[config.mk]
export PLATFORM = sky130hd
export DESIGN_NAME = frame_fifo_port
export DESIGN_NICKNAME = d
export VERILOG_FILES = /design/src/rtl/frame_fifo_pkg.sv /design/src/rtl/byte_queue.sv /design/src/rtl/level_tracker.sv /design/src/rtl/frame_fifo_port.sv
export SDC_FILE = /design/constraint.sdc
export NUM_CORES = 1
export LEC_CHECK = 0
export ABC_AREA = 1
export ABC_CLOCK_PERIOD_IN_PS = 2700
export BUFFER_PORTS_ARGS = -buffer_cell sky130_fd_sc_hd__buf_4
export CAP_MARGIN = 20
export CORE_MARGIN = 3
export CORE_UTILIZATION = 30
export CTS_CLUSTER_DIAMETER = 60
export CTS_CLUSTER_SIZE = 25
export DETAILED_ROUTE_END_ITERATION = 6
export PLACE_DENSITY = 0.41
export SLEW_MARGIN = 5
export SYNTH_ARGS = -nofsm -noshare
export SYNTH_HDL_FRONTEND = slang
export SYNTH_HIERARCHICAL = 1
export SYNTH_SLANG_ARGS = --single-unit
[constraint.sdc]
create_clock -name clk -period 2.7 [get_ports clk]
set_input_delay 0.675 -clock clk [delete_from_list [all_inputs] [get_ports clk]]
set_output_delay 0.675 -clock clk [all_outputs]
set_load 0.05 [all_outputs]
[src/rtl/frame_fifo_pkg.sv]
package frame_fifo_pkg;

    typedef enum logic [1:0] {
        TAG_MIDDLE   = 2'b00,
        TAG_FIRST    = 2'b01,
        TAG_LAST_OK  = 2'b10,
        TAG_LAST_BAD = 2'b11
    } frame_tag_e;

    localparam logic [1:0] ADDR_STATUS = 2'd0;
    localparam logic [1:0] ADDR_RXDATA = 2'd1;
    localparam logic [1:0] ADDR_TXDATA = 2'd2;

    localparam logic [1:0] MODE_FAST_INT = 2'b10;

    // receive level: empty, low, high, full
    function automatic logic [1:0] rx_level_code(input int n, input int depth, input int hi);
        if (n == 0)          return 2'b00;
        else if (n >= depth) return 2'b10;
        else if (n >= hi)    return 2'b11;
        else                 return 2'b01;
    endfunction

    // transmit level: full, high, empty, low
    function automatic logic [1:0] tx_level_code(input int n, input int depth, input int hi);
        if (n >= depth)      return 2'b00;
        else if (n == 0)     return 2'b10;
        else if (n >= hi)    return 2'b01;
        else                 return 2'b11;
    endfunction

endpackage

[src/rtl/byte_queue.sv]
module byte_queue #(
    parameter int WIDTH = 8,
    parameter int DEPTH = 19,
    localparam int PW = $clog2(DEPTH),
    localparam int CW = $clog2(DEPTH + 1)
) (
    input  logic             clk,
    input  logic             rst_n,
    input  logic             push_i,
    input  logic             pop_i,
    input  logic [WIDTH-1:0] wdata_i,
    output logic [WIDTH-1:0] head_o,
    output logic [CW-1:0]    count_o,
    output logic             full_o,
    output logic             empty_o,
    output logic             push_ok_o,
    output logic             pop_ok_o
);

    typedef struct packed {
        logic [PW-1:0] wr;
        logic [PW-1:0] rd;
        logic [CW-1:0] cnt;
    } q_state_t;

    q_state_t st_d, st_q;
    logic [WIDTH-1:0] mem_q [DEPTH];

    function automatic logic [PW-1:0] bump(input logic [PW-1:0] p);
        return (p == PW'(DEPTH - 1)) ? '0 : p + PW'(1);
    endfunction

    assign full_o    = (st_q.cnt == CW'(DEPTH));
    assign empty_o   = (st_q.cnt == '0);
    assign push_ok_o = push_i && !full_o;
    assign pop_ok_o  = pop_i && !empty_o;
    assign count_o   = st_q.cnt;
    assign head_o    = mem_q[st_q.rd];

    always_comb begin
        st_d = st_q;
        if (push_ok_o) st_d.wr = bump(st_q.wr);
        if (pop_ok_o)  st_d.rd = bump(st_q.rd);
        case ({push_ok_o, pop_ok_o})
            2'b10:   st_d.cnt = st_q.cnt + CW'(1);
            2'b01:   st_d.cnt = st_q.cnt - CW'(1);
            default: st_d.cnt = st_q.cnt;
        endcase
    end

    always_ff @(posedge clk) begin
        if (!rst_n) st_q <= '0;
        else        st_q <= st_d;
    end

    always_ff @(posedge clk) begin
        if (push_ok_o) mem_q[st_q.wr] <= wdata_i;
    end

    p_depth_bound_r11: assert property (@(posedge clk) disable iff (!rst_n)
        count_o <= CW'(DEPTH));

    p_drop_full_r11: assert property (@(posedge clk) disable iff (!rst_n)
        (push_i && !pop_i && full_o) |=> $stable(count_o));

    p_hold_empty_r12: assert property (@(posedge clk) disable iff (!rst_n)
        (pop_i && !push_i && empty_o) |=> ($stable(count_o) && $stable(st_q.rd)));

endmodule

[src/rtl/level_tracker.sv]
module level_tracker #(
    parameter int DEPTH       = 19,
    parameter int HI_TH       = 15,
    parameter bit IS_RX       = 1'b1,
    parameter int SHORT_EDGES = 2,
    parameter int LONG_EDGES  = 4,
    localparam int CW   = $clog2(DEPTH + 1),
    localparam int EW   = $clog2(LONG_EDGES + 1)
) (
    input  logic          clk,
    input  logic          rst_n,
    input  logic          access_i,
    input  logic          ser_edge_i,
    input  logic          long_wait_i,
    input  logic [CW-1:0] count_i,
    output logic [1:0]    code_o
);
    import frame_fifo_pkg::*;

    localparam logic [1:0] RST_CODE = IS_RX ? rx_level_code(0, DEPTH, HI_TH)
                                            : tx_level_code(0, DEPTH, HI_TH);

    typedef struct packed {
        logic          pend;
        logic [EW-1:0] left;
        logic [1:0]    code;
    } trk_state_t;

    trk_state_t st_d, st_q;
    logic [1:0] code_now;

    generate
        if (IS_RX) begin : g_rx_enc
            always_comb code_now = rx_level_code(int'(count_i), DEPTH, HI_TH);
        end else begin : g_tx_enc
            always_comb code_now = tx_level_code(int'(count_i), DEPTH, HI_TH);
        end
    endgenerate

    always_comb begin
        st_d = st_q;
        if (access_i) begin
            st_d.pend = 1'b1;
            st_d.left = long_wait_i ? EW'(LONG_EDGES) : EW'(SHORT_EDGES);
        end else if (st_q.pend && ser_edge_i) begin
            st_d.left = st_q.left - EW'(1);
            if (st_q.left == EW'(1)) begin
                st_d.pend = 1'b0;
                st_d.code = code_now;
            end
        end
    end

    always_ff @(posedge clk) begin
        if (!rst_n) st_q <= '{pend: 1'b0, left: '0, code: RST_CODE};
        else        st_q <= st_d;
    end

    assign code_o = st_q.code;

    p_code_on_edge_r8: assert property (@(posedge clk) disable iff (!rst_n)
        !$stable(code_o) |-> $past(ser_edge_i));

    p_restart_holds_r10: assert property (@(posedge clk) disable iff (!rst_n)
        $past(access_i) |-> $stable(code_o));

    p_wait_bound_r9: assert property (@(posedge clk) disable iff (!rst_n)
        st_q.left <= EW'(LONG_EDGES));

endmodule

[src/rtl/frame_fifo_port.sv]
module frame_fifo_port #(
    parameter int DEPTH       = 19,
    parameter int RX_HI_TH    = 15,
    parameter int TX_HI_TH    = 5,
    parameter int SHORT_EDGES = 2,
    parameter int LONG_EDGES  = 4
) (
    input  logic       clk,
    input  logic       rst_n,
    input  logic [1:0] bus_addr_i,
    input  logic       bus_rd_i,
    input  logic       bus_wr_i,
    input  logic [7:0] bus_wdata_i,
    output logic [7:0] bus_rdata_o,
    input  logic       ser_edge_i,
    input  logic [1:0] clk_mode_i,
    input  logic       rx_push_i,
    input  logic [7:0] rx_byte_i,
    input  logic [1:0] rx_tag_i,
    input  logic       tx_pop_i,
    output logic [7:0] tx_byte_o,
    output logic       tx_valid_o,
    output logic       err_o
);
    import frame_fifo_pkg::*;

    localparam int CW = $clog2(DEPTH + 1);
    localparam int RXW = 8 + $bits(frame_tag_e);

    typedef struct packed {
        logic [7:0] last_rd;
        logic       err;
    } port_state_t;

    port_state_t st_d, st_q;

    logic rx_pop, tx_push, long_wait;
    logic [RXW-1:0] rx_head;
    logic [CW-1:0]  rx_cnt, tx_cnt;
    logic rx_full, rx_empty, rx_push_ok, rx_pop_ok;
    logic tx_full, tx_empty, tx_push_ok, tx_pop_ok;
    logic [1:0] rx_code, tx_code;
    logic [7:0] status;

    assign rx_pop    = bus_rd_i && (bus_addr_i == ADDR_RXDATA);
    assign tx_push   = bus_wr_i && (bus_addr_i == ADDR_TXDATA);
    assign long_wait = (clk_mode_i == MODE_FAST_INT);

    byte_queue #(.WIDTH(RXW), .DEPTH(DEPTH)) rx_q_i (
        .clk(clk), .rst_n(rst_n),
        .push_i(rx_push_i), .pop_i(rx_pop),
        .wdata_i({rx_tag_i, rx_byte_i}),
        .head_o(rx_head), .count_o(rx_cnt),
        .full_o(rx_full), .empty_o(rx_empty),
        .push_ok_o(rx_push_ok), .pop_ok_o(rx_pop_ok)
    );

    byte_queue #(.WIDTH(8), .DEPTH(DEPTH)) tx_q_i (
        .clk(clk), .rst_n(rst_n),
        .push_i(tx_push), .pop_i(tx_pop_i),
        .wdata_i(bus_wdata_i),
        .head_o(tx_byte_o), .count_o(tx_cnt),
        .full_o(tx_full), .empty_o(tx_empty),
        .push_ok_o(tx_push_ok), .pop_ok_o(tx_pop_ok)
    );

    level_tracker #(.DEPTH(DEPTH), .HI_TH(RX_HI_TH), .IS_RX(1'b1),
                    .SHORT_EDGES(SHORT_EDGES), .LONG_EDGES(LONG_EDGES)) rx_lvl_i (
        .clk(clk), .rst_n(rst_n),
        .access_i(rx_push_ok || rx_pop_ok),
        .ser_edge_i(ser_edge_i), .long_wait_i(long_wait),
        .count_i(rx_cnt), .code_o(rx_code)
    );

    level_tracker #(.DEPTH(DEPTH), .HI_TH(TX_HI_TH), .IS_RX(1'b0),
                    .SHORT_EDGES(SHORT_EDGES), .LONG_EDGES(LONG_EDGES)) tx_lvl_i (
        .clk(clk), .rst_n(rst_n),
        .access_i(tx_push_ok || tx_pop_ok),
        .ser_edge_i(ser_edge_i), .long_wait_i(long_wait),
        .count_i(tx_cnt), .code_o(tx_code)
    );

    always_comb begin
        status = {(rx_empty ? 2'b00 : rx_head[RXW-1:8]), rx_code, tx_code, 2'b00};
        case (bus_addr_i)
            ADDR_STATUS: bus_rdata_o = status;
            ADDR_RXDATA: bus_rdata_o = rx_empty ? st_q.last_rd : rx_head[7:0];
            default:     bus_rdata_o = 8'h00;
        endcase
    end

    always_comb begin
        st_d = st_q;
        if (rx_pop_ok) st_d.last_rd = rx_head[7:0];
        if ((rx_push_i && rx_full) || (rx_pop && rx_empty) ||
            (tx_push && tx_full) || (tx_pop_i && tx_empty))
            st_d.err = 1'b1;
    end

    always_ff @(posedge clk) begin
        if (!rst_n) st_q <= '0;
        else        st_q <= st_d;
    end

    assign tx_valid_o = !tx_empty;
    assign err_o      = st_q.err;

    p_err_sticky_r11: assert property (@(posedge clk) disable iff (!rst_n)
        $past(err_o) |-> err_o);

    p_low_bits_zero_r7: assert property (@(posedge clk) disable iff (!rst_n)
        (bus_addr_i == ADDR_STATUS) |-> (bus_rdata_o[1:0] == 2'b00));

    p_empty_tag_r4: assert property (@(posedge clk) disable iff (!rst_n)
        (rx_empty && bus_addr_i == ADDR_STATUS) |-> (bus_rdata_o[7:6] == 2'b00));

    p_underflow_flags_r12: assert property (@(posedge clk) disable iff (!rst_n)
        (tx_pop_i && !tx_valid_o) |=> err_o);

endmodule

== After elaboration in Yosys (flattened, before gate mapping) ==
Memory sizes are Yosys's and may differ from the RTL's. A register that Yosys moved wholly into a read port is not among the register bits.
Cells that the tools add are included.

* Add/sub/neg operators: 10
* Order comparisons: 4
* Equality and inequality tests: 15
* Muxes and demuxes: 32
* Bitwise logic cells: 2
* Reductions and logical operators: 36

{| class="wikitable"
|+ Operator list
! kind !! count
|-
| 5-bit two-way mux || 8
|-
| 5-bit by 1-bit adder with 5-bit output, second input constant || 6
|-
| 5-bit equality test, second input constant || 6
|-
| 5-bit logical NOT || 4
|-
| 5-bit one-hot mux with 2 select lines || 2
|-
| 2-bit two-way mux || 9
|-
| 8-bit one-hot mux with 2 select lines || 1
|-
| 1-bit logical AND || 12
|-
| 6-bit two-way mux || 2
|-
| 2-bit nonzero test || 6
|-
| 5-bit greater-or-equal comparator, second input constant || 2
|-
| 5-bit by 1-bit subtractor with 5-bit output, second input constant || 2
|-
| 2-bit equality test, second input constant || 4
|-
| 4-bit two-way mux || 2
|-
| 8-bit two-way mux || 1
|-
| 2-bit by 1-bit equality test with 1-bit output, second input constant || 3
|-
| 3-bit by 1-bit equality test with 1-bit output, second input constant || 2
|-
| 1-bit two-way mux || 6
|-
| 3-bit AND reduction || 2
|-
| 3-bit by 1-bit subtractor with 3-bit output, second input constant || 2
|-
| 5-bit by 3-bit greater-or-equal comparator with 1-bit output, second input constant || 1
|-
| 5-bit by 4-bit greater-or-equal comparator with 1-bit output, second input constant || 1
|-
| 1-bit logical OR || 5
|-
| 1-bit logical NOT || 4
|-
| other kinds (4) || 6
|}

* Register bits: 51
* Bits in writable memories: 342
* Input port bits: 29
* Output and inout port bits: 18
* Logic and storage cells: 115
* Memories kept: 2

{| class="wikitable"
|+ Memory list
! name !! words !! bits a word !! rd ports !! clocked after memory_dff !! wr ports !! RTL line !! text
|-
| rx_q_i.mem_q || 19 || 10 || 1 || 1 || 1 || byte_queue.sv:27 || <nowiki>logic [WIDTH-1:0] mem_q [DEPTH];</nowiki>
|-
| tx_q_i.mem_q || 19 || 8 || 1 || 1 || 1 || byte_queue.sv:27 ||
|}

== Longest topological paths before layout ==
* Depth after elaboration: 7
* Mapped depth: 15
* Depth with buffers taken out: 15

== By module ==
The synthesis kept the hierarchy.

{| class="wikitable"
|+ By module, submodules not included
! module !! instances !! cells each !! area an instance (um^2) !! seq. area each (um^2)
|-
| byte_queue at rx_q_i || 1 || 912 || 9,216.3 || 6,105.9
|-
| byte_queue at tx_q_i || 1 || 765 || 7,623.6 || 4,964.8
|-
| frame_fifo_port || 1 || 97 || 563.0 || 180.2
|-
| level_tracker at tx_lvl_i || 1 || 56 || 370.4 || 120.1
|-
| level_tracker at rx_lvl_i || 1 || 54 || 366.6 || 120.1
|}

== Least setup slack after synthesis ==
No wires, ideal clock.

* Path type: flip-flop to output port
* Start: register with a tool-made name
* End: output bus_rdata_o[0]
* Arrival: 1.977 ns
* Data required time: 2.025 ns
* Slack: 0.048 ns
* Cell stages (with the launch flop): 9
* Buffers on the path: 3
* Cell sequence: dfxtp_1 > buf_2 > clkinv_1 > buf_2 > buf_1 > o211ai_1 > nand2_1 > nand2_1 > a21oi_1

{| class="wikitable"
|+ RTL lines
! what !! RTL line !! text
|-
| end: declaration || frame_fifo_port.sv:14 || <nowiki>output logic [7:0] bus_rdata_o,</nowiki>
|}

==> impl_metrics.toml <==
[status]
status = "complete, but fails checks"
failed_checks = "negative setup slack"

[power]
power.density_nw_per_um2 = 758
p_total_uw = 17400
ir_worst_vdd_mv = 0.384
p_leak_uw = 0.00958

[finish]
layout.cells.non_filler = 2803
fin_nets = 2053
syn2layout_area_growth_pct = 26.9
regArea_sq_um = 11500
layout-drive-gt1-share = 0.240
nFillCells = 5848
multi_input_comb_area_sq_um = 6100
utilization = 0.387

[detailed_routing]
drt-initial-drc-count = 698
detail_route.wl_per_cell_microns = 18.5
postRouteAntennaNets = 0
num_vias = 13000
drt-total-wl_mm = 51.8
dr.pass1.iters = 5
via_per_inst = 4.64
drc = 0

[clock_network]
cts_buffer_depth = 3
clk_pin_slew_ps = 70
cts_tree = "done"
cts.sinks = 403
cts_buffers = 39
root_buffer = "clkbuf_16"
cts_max_level = 2
clock_latency_ps = 570

[sta]
hold_viol = 0
min_period_ps = 3140
period_share = 1.16
drv_slew = 0
fmax_mhz = 319
setup_violations = 16
slew_headroom = 0.672
fin_skew_ps = 21.3
worstMarginPinSlew_ps = 491
grt_setup_unrepaired = "yes"
worst_slack_ps = -436

[run]
drv_cap = 0

[logic_synthesis]
syn_avg_cell_area_sq_um = 9.63
synthTopCellsByArea = "edfxtp_1 57%, nand2_1 11%, nand3_1 7.6%"
synth_nets = 1937
yosysSeqAreaShare = 0.633
yosys.area.top_type_share = 0.566
netlist_area_sq_um = 18100
synth_cells = 1884
postSynth.asyncResetShare = 0
synth_most_common_cell = "nand2_1"
synth-edff-count = 342
yosys_warnings = 6
yosys.area.top_type = "edfxtp_1"
ys_ff_latch = 403
synthTopCellsByCount = "545 x nand2_1, 342 x edfxtp_1, 295 x inv_1, 275 x nand3_1, 108 x nor2_1"
synth_flop_cell = "edfxtp_1"
yosysUniqueCellTypes = 38

[worst_setup_path]
crit_chain = "buf_12, buf_12, buf_16, nand2_1, nand3_1, nand3_1, nand3_1, nand2_2, nand2_2, nand2_2, nand2_2, a21oi_2, buf_4, buf_8"
crit_buf_inv = 5
r2r_end = "tx_q_i/count_o[4]"
path_max_fanout = 7
reg2reg_from = "tx_q_i/count_o[2]"
path_depth = 14
cpPeakStageDelay_ps = 380
critPathMostFrequentCell = "nand2_2"
path_class = "reg -> out"
cp_top_family = "buffers and inverters"
endpoint_kind = "primary output"
r2r_setup_slack_ps = 390
start_kind = "flop"
required_ps = 2030
ff2ff_path_depth = 14
critPathArrivalTime_ps = 2460
critical-path-slowest-cell = "dfxtp_4"

[die]
ios = 47
rows = 89
core_sq_um = 59500
start_util = 0.305
die_x_microns = 252
die_area_sq_um = 63500
die_height_microns = 252

[placement]
port_buffers = 46
dpl.hpwl_mm = 30.8
place_congestion = 0.785
pre_cts_slack_ps = -7.30
place_inst = 2694

[worst_hold_path]
holdPathEnd = "rx_lvl_i/st_q[4]"
hold_depth = 4
min_from = "clk_mode_i[0]"
hold_path_class = "in -> reg"

[global_routing]
grt_pass1_wl_mm = 77.8
grt_max_degree = 33
grt_use_total = 0.161
grt_pass1_vias = 12700
antenna_found_initial = 0
overflow = 0
## placed cells by master, fill, tap and decap left out, drive strengths merged, types with 11 or more instances in the layout
| cell | n |
|---|---|
| edfxtp | 342 |
| o211ai | 18 |
| a21oi | 18 |
| o21ai | 38 |
| clkinv | 16 |
| inv | 311 |
| nand2 | 551 |
| clkbuf | 47 |
| nor2 | 112 |
| nor3 | 16 |
| dfxtp | 61 |
| xor2 | 12 |
| buf | 152 |
| nand3 | 277 |
| nand4 | 11 |
| ha | 24 |
## metrics by stage
step / hold WS, ps / cell area [sq um] / TNS [ps]
after CTS: 434 / 22300 / -4830
after global placement: 467 / 19700 / -14.6
after global routing: 469 / 23000 / -5720
final: 467 / 23000 / -3820
after detailed placement: 468 / 19700 / -7.30
after floorplan: 443 / 18100 / 0
## layout make-up
| cell class | count | area share |
|---|---|---|
| sequential | 403 | 0.500 |
| multi-input combinational | 1092 | 0.265 |
| timing repair buffer | 158 | 0.0845 |
| inverter | 305 | 0.0515 |
| clock buffer | 42 | 0.0438 |
| tap | 773 | 0.0420 |
| clock inverter | 28 | 0.0127 |
| timing repair inverter | 1 | 0.000707 |
| antenna | 1 | 0.000109 |
## worst max-delay path by stage
stage / start / to / slack [ps]
after global routing: flop / bus_rdata_o[7] / -570
final: flop / bus_rdata_o[0] / -440
after floorplan: flop / bus_rdata_o[0] / 50
after CTS: flop / bus_rdata_o[0] / -470
after detailed placement: flop / bus_rdata_o[7] / -7
after global placement: flop / bus_rdata_o[7] / -10
## cell families after synthesis
kind of cell,count (synthesis),share of synthesized area
buffers and inverters,389,0.0878
AND/OR/NAND/NOR,978,0.230
AO/OA/AOI/OAI,78,0.0259
XOR/XNOR,12,0.00662
adder cells (fa/ha/maj),24,0.0166
flip-flops,403,0.633
## what timing repair did
item | 4_1_cts | 5_1_grt
buffers inserted | 17 | 3
gates resized for setup | 185 | 163
pin swaps | 46 | 77
setup endpoints to repair | 16 | 16
hold buffers | 0 | 0
cloned | 17 | 6
## sequential cells by signal (all words and copies together), names as in the netlist, named ones only
signal / flops
rx_q_i/mem_q: 190
tx_q_i/mem_q: 152
rx_q_i/st_q: 10
tx_q_i/st_q: 10
st_q: 8
rx_q_i/count_o: 5
tx_q_i/count_o: 5
rx_lvl_i/st_q: 4
tx_lvl_i/st_q: 4
rx_lvl_i/code_o: 2
tx_lvl_i/code_o: 2
err_o: 1
## where the power goes
part	internal [uW]	switching (uW)	leakage, uW
Combinational	1870	2940	0.00537
Sequential	6890	131	0.00358
Clock	3000	2610	0.000623
## per-layer routing
layer	routed length, microns	track usage
met1	23800	0.219
met2	24700	0.265
met3	2140	0.0275
met4	1160	0.0452
met5	0	0
## tightest hold or removal path, stage by stage
cell,delay [ps]
buf_4,70
nor2_1,80
nand3_1,100
nand2_1,50
Note: power is estimated with default switching activity, not from simulation.
